==> src/rtl/rdma_port_pkg.sv <==
package rdma_port_pkg;

  typedef enum logic [2:0] {
    ST_IDLE   = 3'd0,
    ST_FETCH  = 3'd1,
    ST_STROBE = 3'd2,
    ST_HOLD   = 3'd3,
    ST_STORE  = 3'd4
  } hs_state_e;

  function automatic logic is_mem_state(hs_state_e s);
    return (s == ST_FETCH) || (s == ST_STORE);
  endfunction

endpackage

==> src/rtl/rdma_ack_sync.sv <==
module rdma_ack_sync #(
  parameter int STAGES = 2
) (
  input  logic clk,
  input  logic rst,
  input  logic async_i,
  output logic edge_o
);

  localparam int DEPTH = STAGES + 1;

  logic [DEPTH-1:0] chain_q;

  always_ff @(posedge clk) begin
    if (rst) chain_q <= '0;
    else     chain_q <= {chain_q[DEPTH-2:0], async_i};
  end

  assign edge_o = chain_q[DEPTH-2] & ~chain_q[DEPTH-1];


  edge_pulse_chk: assert property (@(posedge clk) disable iff (rst)
    edge_o |=> !edge_o);

endmodule

==> src/rtl/rdma_pin_mux.sv <==
module rdma_pin_mux (
  input  logic clk,
  input  logic rst,
  input  logic cfg_wr,
  input  logic cfg_long,
  input  logic bus_ack,
  input  logic prq,
  input  logic ads,
  output logic pin_o,
  output logic pin_oe
);

  logic seen_q, long_q, oe_q;
  logic seen_d, long_d;

  assign seen_d = cfg_wr | seen_q;
  assign long_d = cfg_wr ? cfg_long : long_q;

  always_ff @(posedge clk) begin
    if (rst) begin
      seen_q <= 1'b0;
      long_q <= 1'b0;
      oe_q   <= 1'b0;
    end else begin
      seen_q <= seen_d;
      long_q <= long_d;
      oe_q   <= seen_d & (long_d ? bus_ack : 1'b1);
    end
  end

  assign pin_o  = long_q ? ads : prq;
  assign pin_oe = oe_q;


  oe_needs_cfg_chk: assert property (@(posedge clk) disable iff (rst)
    $rose(oe_q) |-> seen_q);

endmodule

==> src/rtl/rdma_port_hs.sv <==
module rdma_port_hs
  import rdma_port_pkg::*;
#(
  parameter int CW        = 8,
  parameter int DW        = 16,
  parameter int SYNC_STGS = 2
) (
  input  logic          clk,
  input  logic          rst,
  input  logic          cfg_wr,
  input  logic          cfg_long,
  input  logic          bus_ack,
  input  logic          cmd_go,
  input  logic          cmd_write,
  input  logic [CW-1:0] cmd_count,
  output logic          mem_req,
  output logic          mem_we,
  input  logic          mem_done,
  input  logic [DW-1:0] mem_rdata,
  output logic [DW-1:0] lbus_data,
  output logic          latch_wr_n,
  input  logic          host_ack,
  output logic          pin_o,
  output logic          pin_oe
);

  localparam logic [CW-1:0] CNT_ONE = CW'(1);

  hs_state_e     state_q, state_d;
  logic [CW-1:0] cnt_q, cnt_d;
  logic          dir_q, dir_d;
  logic [DW-1:0] data_q;
  logic          mem_req_q, mem_we_q, strb_n_q, prq_q, ads_q;
  logic          ack_edge;

  rdma_ack_sync #(.STAGES(SYNC_STGS)) u_sync (
    .clk     (clk),
    .rst     (rst),
    .async_i (host_ack),
    .edge_o  (ack_edge)
  );

  always_comb begin
    state_d = state_q;
    cnt_d   = cnt_q;
    dir_d   = dir_q;
    unique case (state_q)
      ST_IDLE: if (cmd_go && (cmd_count != '0)) begin
        cnt_d   = cmd_count;
        dir_d   = cmd_write;
        state_d = cmd_write ? ST_HOLD : ST_FETCH;
      end
      ST_FETCH:  if (mem_done) state_d = ST_STROBE;
      ST_STROBE: state_d = ST_HOLD;
      ST_HOLD: if (ack_edge) begin
        if (dir_q) begin
          state_d = ST_STORE;
        end else begin
          cnt_d   = cnt_q - CNT_ONE;
          state_d = (cnt_q == CNT_ONE) ? ST_IDLE : ST_FETCH;
        end
      end
      ST_STORE: if (mem_done) begin
        cnt_d   = cnt_q - CNT_ONE;
        state_d = (cnt_q == CNT_ONE) ? ST_IDLE : ST_HOLD;
      end
      default: state_d = ST_IDLE;
    endcase
  end

  always_ff @(posedge clk) begin
    if (rst) begin
      state_q   <= ST_IDLE;
      cnt_q     <= '0;
      dir_q     <= 1'b0;
      data_q    <= '0;
      mem_req_q <= 1'b0;
      mem_we_q  <= 1'b0;
      strb_n_q  <= 1'b1;
      prq_q     <= 1'b0;
      ads_q     <= 1'b0;
    end else begin
      state_q   <= state_d;
      cnt_q     <= cnt_d;
      dir_q     <= dir_d;
      if (state_q == ST_FETCH && mem_done) data_q <= mem_rdata;
      mem_req_q <= is_mem_state(state_d);
      mem_we_q  <= (state_d == ST_STORE);
      strb_n_q  <= (state_d != ST_STROBE);
      prq_q     <= (state_d == ST_HOLD);
      ads_q     <= is_mem_state(state_d) && !is_mem_state(state_q);
    end
  end

  assign mem_req    = mem_req_q;
  assign mem_we     = mem_we_q;
  assign latch_wr_n = strb_n_q;
  assign lbus_data  = data_q;

  rdma_pin_mux u_pin (
    .clk      (clk),
    .rst      (rst),
    .cfg_wr   (cfg_wr),
    .cfg_long (cfg_long),
    .bus_ack  (bus_ack),
    .prq      (prq_q),
    .ads      (ads_q),
    .pin_o    (pin_o),
    .pin_oe   (pin_oe)
  );


  strobe_width_chk: assert property (@(posedge clk) disable iff (rst)
    !strb_n_q |=> strb_n_q);


  strobe_data_chk: assert property (@(posedge clk) disable iff (rst)
    !strb_n_q |=> $stable(data_q));


  fetch_strobe_chk: assert property (@(posedge clk) disable iff (rst)
    (state_q == ST_FETCH && mem_done) |=> !strb_n_q);


  req_mem_excl_chk: assert property (@(posedge clk) disable iff (rst)
    !(prq_q && mem_req_q));

endmodule

==> config.mk <==
export PLATFORM = sky130hd
export DESIGN_NAME = rdma_port_hs
export DESIGN_NICKNAME = d
export VERILOG_FILES = /design/src/rtl/rdma_port_pkg.sv /design/src/rtl/rdma_ack_sync.sv /design/src/rtl/rdma_pin_mux.sv /design/src/rtl/rdma_port_hs.sv
export SDC_FILE = /design/constraint.sdc
export NUM_CORES = 1
export LEC_CHECK = 0
export BUFFER_PORTS_ARGS = -buffer_cell sky130_fd_sc_hd__buf_4
export CORE_ASPECT_RATIO = 2
export CORE_MARGIN = 2
export CORE_UTILIZATION = 30
export DETAILED_ROUTE_END_ITERATION = 10
export PLACE_DENSITY = 0.58
export SLEW_MARGIN = 20
export SYNTH_ARGS = -nofsm -noshare
export SYNTH_HDL_FRONTEND = slang
export SYNTH_SLANG_ARGS = --single-unit
==> constraint.sdc <==
create_clock -name clk -period 1.8 [get_ports clk]
set_input_delay 0.18 -clock clk [delete_from_list [all_inputs] [get_ports clk]]
set_output_delay 0.18 -clock clk [all_outputs]
set_load 0.01 [all_outputs]
## After elaboration in Yosys (flattened, before gate mapping)

Index checks and enable logic that the tools add are counted.

- Add/subtract/negate cells: 1
- Eq/ne operators: 13
- Muxes and demuxes: 17
- Bitwise logic cells: 4
- Reductions and logical operators: 11

Operators with widths:

| cell | count |
|---|---|
| 2-to-1 mux 8 bit | 4 |
| one-hot mux 8 bit (3 select lines) | 1 |
| 2-to-1 mux 3 bit | 5 |
| one-hot mux 3 bit (5 select lines) | 1 |
| == test 3 x 2 -> 1 bit (second input constant) | 3 |
| == test 8 x 1 -> 1 bit (second input constant) | 1 |
| inequality test 2 bit (second input constant) | 4 |
| nonzero test 8 bit | 1 |
| subtractor 8 x 1 -> 8 bit (second input constant) | 1 |
| == test 3 x 1 -> 1 bit (second input constant) | 2 |
| == test 3 bit (second input constant) | 2 |
| AND reduction 5 bit | 1 |
| 2-to-1 mux 1 bit | 4 |
| 2-to-1 mux 2 bit | 2 |
| logical AND 1 bit | 3 |
| logical NOT 3 bit | 1 |
| inequality test 3 x 2 -> 1 bit (second input constant) | 1 |
| nonzero test 3 bit | 1 |
| AND 1 bit | 2 |
| logical OR 1 bit | 2 |
| AND reduction 2 bit | 1 |
| logical NOT 1 bit | 1 |
| NOT 1 bit | 1 |
| bitwise OR 1 bit | 1 |

- Flip-flop bits (word level): 39

## Depth between registers and ports, before layout

Gate-level depths: netlist of the first run.

- Word-level depth: 8
- Mapped depth: 6
- Gate-level depth less buffers: 6

## Cells and area by module

Synthesis of the first run repeated with hierarchy kept, for this count alone.

- Cell total of the unflattened synthesis: 213
- Area total of the unflattened synthesis: 1966.9 um^2

By module, submodules not included:

| module | seq. area each (um^2) | area an instance (um^2) | times used | cells an instance |
|---|---|---|---|---|
| rdma_port_hs | 660.6 | 1762.9 | 1 | 194 |
| rdma_pin_mux | 60.1 | 116.4 | 1 | 12 |
| rdma_ack_sync | 60.1 | 87.6 | 1 | 7 |

## Least setup slack after synthesis of the first run

Ideal clock, no wire load.

- Kind: reg-to-reg
- From: reg state_q[1]
- To: reg cnt_q[3]
- Arrival time: 1.461 ns
- Required time: 1.681 ns
- Slack: 0.220 ns
- Clock period less this slack: 1.580 ns
- Stages on the path, launching flop included: 7
- Cells stage by stage: dfxtp_1 buf_4 or2_2 o31a_2 a21o_1 buf_6 o221a_1

- Cells in the longest elaborated chain, start to end: 3
- Elaborated cells between the ends (all ways): 10

RTL lines:

| item | RTL line | text |
|---|---|---|
| start, declared | rdma_port_hs.sv:29 | `hs_state_e state_q, state_d;` |
| start signal, assigned | rdma_port_hs.sv:83 | `state_q <= state_d;` |
| == test 3 x 2 -> 1 bit (tied with other cells) | rdma_port_hs.sv:47 | `unique case (state_q)` |
| inequality test 2 bit (no source line) or nonzero test 3 bit (tied branches) | n/a |  |
| AND reduction 5 bit (no source line) | n/a |  |
| end signal, assigned | rdma_port_hs.sv:84 | `cnt_q <= cnt_d;` |
| end, declared | rdma_port_hs.sv:30 | `logic [CW-1:0] cnt_q, cnt_d;` |

Several ways; a longest one is shown, not always the timed one.
A chain may end at the register's enable or synchronous reset.

## Final worst setup path of the first run

- From: reg state_q[2]
- To: reg cnt_q[5]

Same word-level chain as after synthesis.

==> impl_results.md, run 1 <==
* Core Box Area at 5910 um2
* Post-synthesis cell type count at 52
* CTS Buffer Depth at 2
* Seq. cell area at 781 um2
* Slew margin rel. at 63.0%
* Num rows at 40
* Req. time, crit path at ~2 ns
* Vias in the first global route at between 1500 and 2000
* Fin crit period at 1.72 ns
* Setup TNS at 0 ns
* Cell taking the most area after synthesis: dfxtp_1
* Die X at slightly below 60 um
* Port buffer count at 53
* Die Ht at between 100 and 150 um
* Detailed-route via count at around 1800
* Tcrit/Tclk final at a little over nine tenths
* Violated checks: DRC
* Multi-input logic area at around 960 um2
* CP startpoint kind: flop
* Clock slew at reported path FFs at roughly 0.06 ns
* Final Hold Viols at 0
* DRC Markers at 2
* Synth-to-Final Area Change at 40.8%
* Power Total at 2.57 mW
* Inst Count DP at between 300 and 400
* Area after DPL at 2370 um2
* Drt wl/cell at ~14 um
* CTS H-tree lvls at 2
* Top-Level Pins at 54
* Synthesized area at approximately 1800 um2
* Post-route cell area at about 2600 um2
* Placer congestion estimate at 0.888
* Fill count at a little over 600
* HPWL after DPL at about 3.7 mm
* Ant diodes at 0
* CTS Hold Bufs at 0
* Post-Synthesis Cells at 214
* Pwr/cell area at 1000 nW/um2
* Maximum capacitance violations at 0
* CTS sink cnt at 39
* Post-Synth Adder-Cell Area at 1.38%
* Most frequent cells after synthesis: dfxtp_1, nand2_1, a21oi_1, nor2_1
* Synth Area in Compound Gates at between 20 and 25%
* Avg Cell Area, Syn at around 8.5 um2
* Initial antenna violation count at 0
* Share of layout cells above drive strength 1 at 34.0%
* Share of the synthesized area in the top cell type at a little over two fifths
* EDFF count, synth at 0
* Later-pin clock latency in the skew report at about 0.28 ns
* Total track usage at approximately 15%
* Starting density of the core at 30.7%
* Critical path class: flop to flop
* Lkg Pwr at between 1 and 1.5 nW
* Clock Skews at ~0.0042 ns
* Multiplexer area fraction after synthesis at under 10%
* Main synth FF type: dfxtp_1
* Simple-Gate Fraction of Synth Area at 24.0%
* RSZ-0062 raised after global routing: false
* Maximum number of pins on one net before global-route repair at 20
* Fin nets at roughly 320
* VDD IR-drop max at ~0.55 mV
* Main combinational cell family by area after synthesis: compound AO/OA/AOI/OAI gates
* Register area share after synthesis at a little over two fifths
* Root cell of the clock tree: clkbuf_16
* CP max FO at 9
* Pins Over Slew Limit at 0
* Worst path top cell family by delay: compound AO/OA/AOI/OAI gates
* Flip-flop and latch count after synthesis at 39
* Number of antenna-violating nets in the routed design at 0
* Status: finished, violations left
* Minimum hold slack at 0.113 ns
* Least-Margin Pin Slew at around 0.56 ns
* Worst endpoint data arrival time at 1.90 ns
* Setup-failing EPs final at 0
* DR vias/cell at between 5 and 6
* Die Area at 6720 um2
* Synth area leaders: dfxtp_1, nand2_1, a21oi_1
* Crit-path cells: nand3b_2, o31a_2, a21o_2, o32ai_1
* Final std cells w/o fill at about 350
* CTS tree: yes
* Asr flop ratio synth at 0%
* Critical path's slowest cell: o31a_2
* First-pass GRT wire length at around 8 mm
* Critical Path End Type: flop
* Max Freq at between 0.5 and 0.6 GHz
* DR iter-0 viols at 82
* Synth Warn # at 0
* GRT overflow at 0
* XOR/XNOR Fraction of Synth Area at less than 1%
* Detailed Route WL at just under 5 mm
* DR pass1 iterations at 7
* Worst path bufs/invs at 0
* Syn Nets at between 200 and 250
* Slowest Stage Delay on Critical Path at 0.40 ns
* TritonCTS Buffers at 5
* Type of the tightest min-delay check: input pin to flop
## per-layer routing
layer  global-route usage [%]  share of wire, %  up-vias
li1                         -                 -      907
met1                     18.3                40      832
met2                     26.7                52       63
met3                     2.83               6.4        7
met4                     4.09               1.2        0
met5                        0                 0        -
## placed cells by master, fill, tap and decap left out, drive strengths merged, types with 3 or more instances in the layout
master,synthesis,layout
a31oi,3,3
nor3,5,5
inv,4,4
buf,5,73
and3,4,4
nor2,14,14
o211ai,3,3
a211oi,8,8
o32ai,6,6
a21oi,24,24
clkinv,1,3
o21ai,6,6
nor2b,5,5
or4,3,3
nand2,39,39
dfxtp,39,39
nand3,3,3
a22oi,6,6
clkbuf,8,5
## flip-flops by register name, indices dropped and copies added, names as in the netlist
register and cells:
mem_req 1, dir_q 1, state_q 3, latch_wr_n 1, ads_q 1, u_pin.pin_oe 1
u_sync.chain_q 3, lbus_data 16, prq_q 1, mem_we 1, cnt_q 8, u_pin.seen_q 1
u_pin.long_q 1
## report_power, final
group	leakage, nW	switching (mW)	internal [mW]
Clock	0.0838	0.334	0.653
Combinational	0.663	0.309	0.288
Sequential	0.319	0.0458	0.935
## repair_timing
action	in CTS	in global routing
setup buffers	0	1
resized for setup	0	3
setup endpoints to repair	0	8
## path summary, 6_finish.rpt
kind | from | end | slack, ns | depth (start not counted)
min | bus_ack | u_pin.pin_oe | 0.11 | 2
min reg2reg | u_sync.chain_q[0] | u_sync.chain_q[1] | 0.44 | 1
max reg2reg | state_q[2] | cnt_q[5] | 0.08 | 4
max | state_q[2] | cnt_q[5] | 0.08 | 4
## final cells by class
cell class,instances,share of cell area [%]
clock buffer,5,4.90
clock inverter,3,1.71
inverter,5,0.735
multi-input combinational,157,37.6
sequential,39,30.6
tap,63,3.09
timing repair buffer,73,21.4
## stage by stage
| step | utilization [%] | setup slack, ns |
|---|---|---|
| after global routing | 43.3 | 0.00542 |
| final | 43.3 | 0.0758 |
| after CTS | 43.0 | 0.0619 |
| after detailed placement | 40.1 | 0.0854 |
| after floorplan | - | 0.220 |
| after global placement | 40.1 | 0.0919 |
## logic make-up (layout without fill, tap and decap cells)
logic type	Yosys count	after routing
AND/OR/NAND/NOR	86	86
AO/OA/AOI/OAI	65	65
flip-flops	39	39
buffers and inverters	18	86
multiplexers	3	3
adder cells (fa/ha/maj)	2	2
XOR/XNOR	1	1
Note: power is estimated with default switching activity, not from simulation.
==> run 2: changes to the inputs <==
Settings changed: CELL_PAD_IN_SITES_DETAIL_PLACEMENT set to 1, CELL_PAD_IN_SITES_GLOBAL_PLACEMENT set to 2, CORE_UTILIZATION 30 to 29, PLACE_DENSITY 0.58 to 0.85.
==> impl_results.md, run 2 (synthesis gave the netlist of run 1 again) <==
* Status: completed (was finished, violations left)
* Hold Path Stages at 2 (unchanged)
* Number of antenna-violating nets in the routed design at 0 (unchanged)
* Die X at 59.9 um (was 59.0 um)
* Root cell of the clock tree: clkbuf_16 (unchanged)
* CTS Hold Bufs at 0 (unchanged)
* Critical Path End Type: flop (unchanged)
* Tcrit/Tclk final at 93.3% (was 95.8%)
* DRC Markers at 0 (was 2)
* CP max FO at 5 (was 9)
* Final Hold Viols at 0 (unchanged)
* CTS tree: yes (unchanged)
* Inst Count DP at 339 (was 336)
* Setup bufs post-CTS at 0 (unchanged)
* Fill count at 737 (was 618)
* Placer congestion estimate at 0.984 (was 0.888)
* Hold_sp: bus_ack (unchanged)
* DR vias/cell at 5.36 (was 5.24)
* Vias in the first global route at 1881 (was 1726)
* Slew margin rel. at 60.2% (was 63.0%)
* Synth-to-Final Area Change at 40.8% (about the same)
* Setup ws final at 0.120 ns (was 0.0758 ns)
* Setup TNS at 0 ns (unchanged)
* Post-CTS Resized at 0 (unchanged)
* Setup-failing EPs final at 0 (unchanged)
* Maximum number of pins on one net before global-route repair at 24 (was 20)
* DR pass1 iterations at 4 (was 7)
* Final std cells w/o fill at 347 (was 345)
* Drt wl/cell at 17.5 um (was 14.2 um)
* Number of flip-flops in the largest register at 16 (unchanged)
* R2r startpoint: cnt_q[0] (was state_q[2])
* Fin nets at 318 (was 316)
* Slowest Stage Delay on Critical Path at 0.46 ns (was 0.40 ns)
* Endpoint of the worst hold path: u_pin.pin_oe (unchanged)
* Max Freq at 0.595 GHz (was 0.580 GHz)
* Area after DPL at 2400 um2 (was 2370 um2)
* Core Box Area at 6010 um2 (was 5910 um2)
* First-pass GRT wire length at 9.13 mm (was 8.03 mm)
* CP startpoint kind: flop (unchanged)
* Share of layout cells above drive strength 1 at 34.2% (was 34.0%)
* Fin crit period at 1.68 ns (was 1.72 ns)
* Die Ht at 116 um (was 114 um)
* Least-Margin Pin Slew at 0.597 ns (was 0.555 ns)
* Post-layout util at 42.5% (was 43.3%)
* Later-pin clock latency in the skew report at 0.28 ns (about the same)
* Detailed Route WL at 6.07 mm (was 4.89 mm)
* DR iter-0 viols at 63 (was 82)
* Commonest non-fill, non-tap cell in the layout: buf_4 (unchanged)
* Critical path's slowest cell: or3b_2 (was o31a_2)
* Pre-CTS WS at 0.118 ns (was 0.0854 ns)
* Total track usage at 18.1% (was 15.2%)
* Num rows at 40 (unchanged)
* Worst endpoint data arrival time at 1.88 ns (was 1.90 ns)
* HPWL after DPL at 4.82 mm (was 3.75 mm)
* CTS H-tree lvls at 2 (unchanged)
* Reg2reg path depth at 5 (was 4)
* Maximum capacitance violations at 0 (unchanged)
* GRT overflow at 0 (unchanged)
* Starting density of the core at 30.2% (was 30.7%)
* Die Area at 6940 um2 (was 6720 um2)
* Power Total at 2.49 mW (was 2.57 mW)
* Post-route cell area at 2550 um2 (about the same)
* FF-to-FF setup slack at 0.12 ns (was 0.08 ns)
* CTS Buffer Depth at 2 (unchanged)
* VDD IR-drop max at 0.449 mV (was 0.551 mV)
* Detailed-route via count at 1860 (was 1809)
* Pins Over Slew Limit at 0 (unchanged)
* Pwr/cell area at 973 nW/um2 (was 1000 nW/um2)
* Req. time, crit path at 2.00 ns (was 1.98 ns)
* Worst r2r dst: mem_req (was cnt_q[5])
* CTS sink cnt at 39 (unchanged)
* Multi-input logic area at 958 um2 (was 960 um2)
* Critical path class: flop to flop (unchanged)
* Clock Skews at 0.00703 ns (was 0.00422 ns)
* Type of the tightest min-delay check: input pin to flop (unchanged)
* Clock slew at reported path FFs at 0.06 ns (about the same)
* TritonCTS Buffers at 5 (unchanged)
* Ant diodes at 0 (unchanged)
* Crit-path cells: ha_1, or3b_2, o211ai_2, nand3_2, a211oi_1 (was nand3b_2, o31a_2, a21o_2, o32ai_1)
* Port buffer count at 53 (unchanged)
* Initial antenna violation count at 0 (unchanged)
* Most frequent cells in the layout: buf_4, nand2_1, dfxtp_1 (unchanged)
* Worst path top cell family by delay: simple AND/OR/NAND/NOR gates (was compound AO/OA/AOI/OAI gates)
* Lkg Pwr at 1.07 nW (about the same)
* Minimum hold slack at 0.106 ns (was 0.113 ns)
* Worst path bufs/invs at 0 (unchanged)
* Seq. cell area at 781 um2 (unchanged)
* Top-Level Pins at 54 (unchanged)
run 2: area by class of cell:
cell class / count / share of cell area (%)
Timing Repair Buffer: 75 / 22.5
Inverter: 5 / 0.735
Sequential cell: 39 / 30.6
Multi-Input combinational cell: 157 / 37.5
Clock inverter: 2 / 0.490
Tap cell: 63 / 3.09
Clock buffer: 6 / 5.05
run 2: report_power, final:
group          switching, mW  internal (mW)  leakage (nW)
Clock                  0.337          0.511        0.0669
Combinational          0.346          0.306         0.680
Sequential            0.0492          0.936         0.319
run 2: worst max-delay path by stage:
stage,from,cells after the start,end,slack (ns)
after global placement,cnt_q[3],4,latch_wr_n,0.13
after floorplan,state_q[1],6,cnt_q[3],0.22
after CTS,cnt_q[0],5,ads_q,0.06
after global routing,cnt_q[0],5,ads_q,-0.004
after detailed placement,cnt_q[0],5,state_q[0],0.12
final,cnt_q[0],5,mem_req,0.12
run 2: layer usage:
metal	up-vias	track usage (%)	part of all wire, %
met1	872	15.3	33
li1	913	-	-
met3	18	3.13	3.6
met5	-	0	0
met4	0	11.6	4.9
met2	57	35.7	58
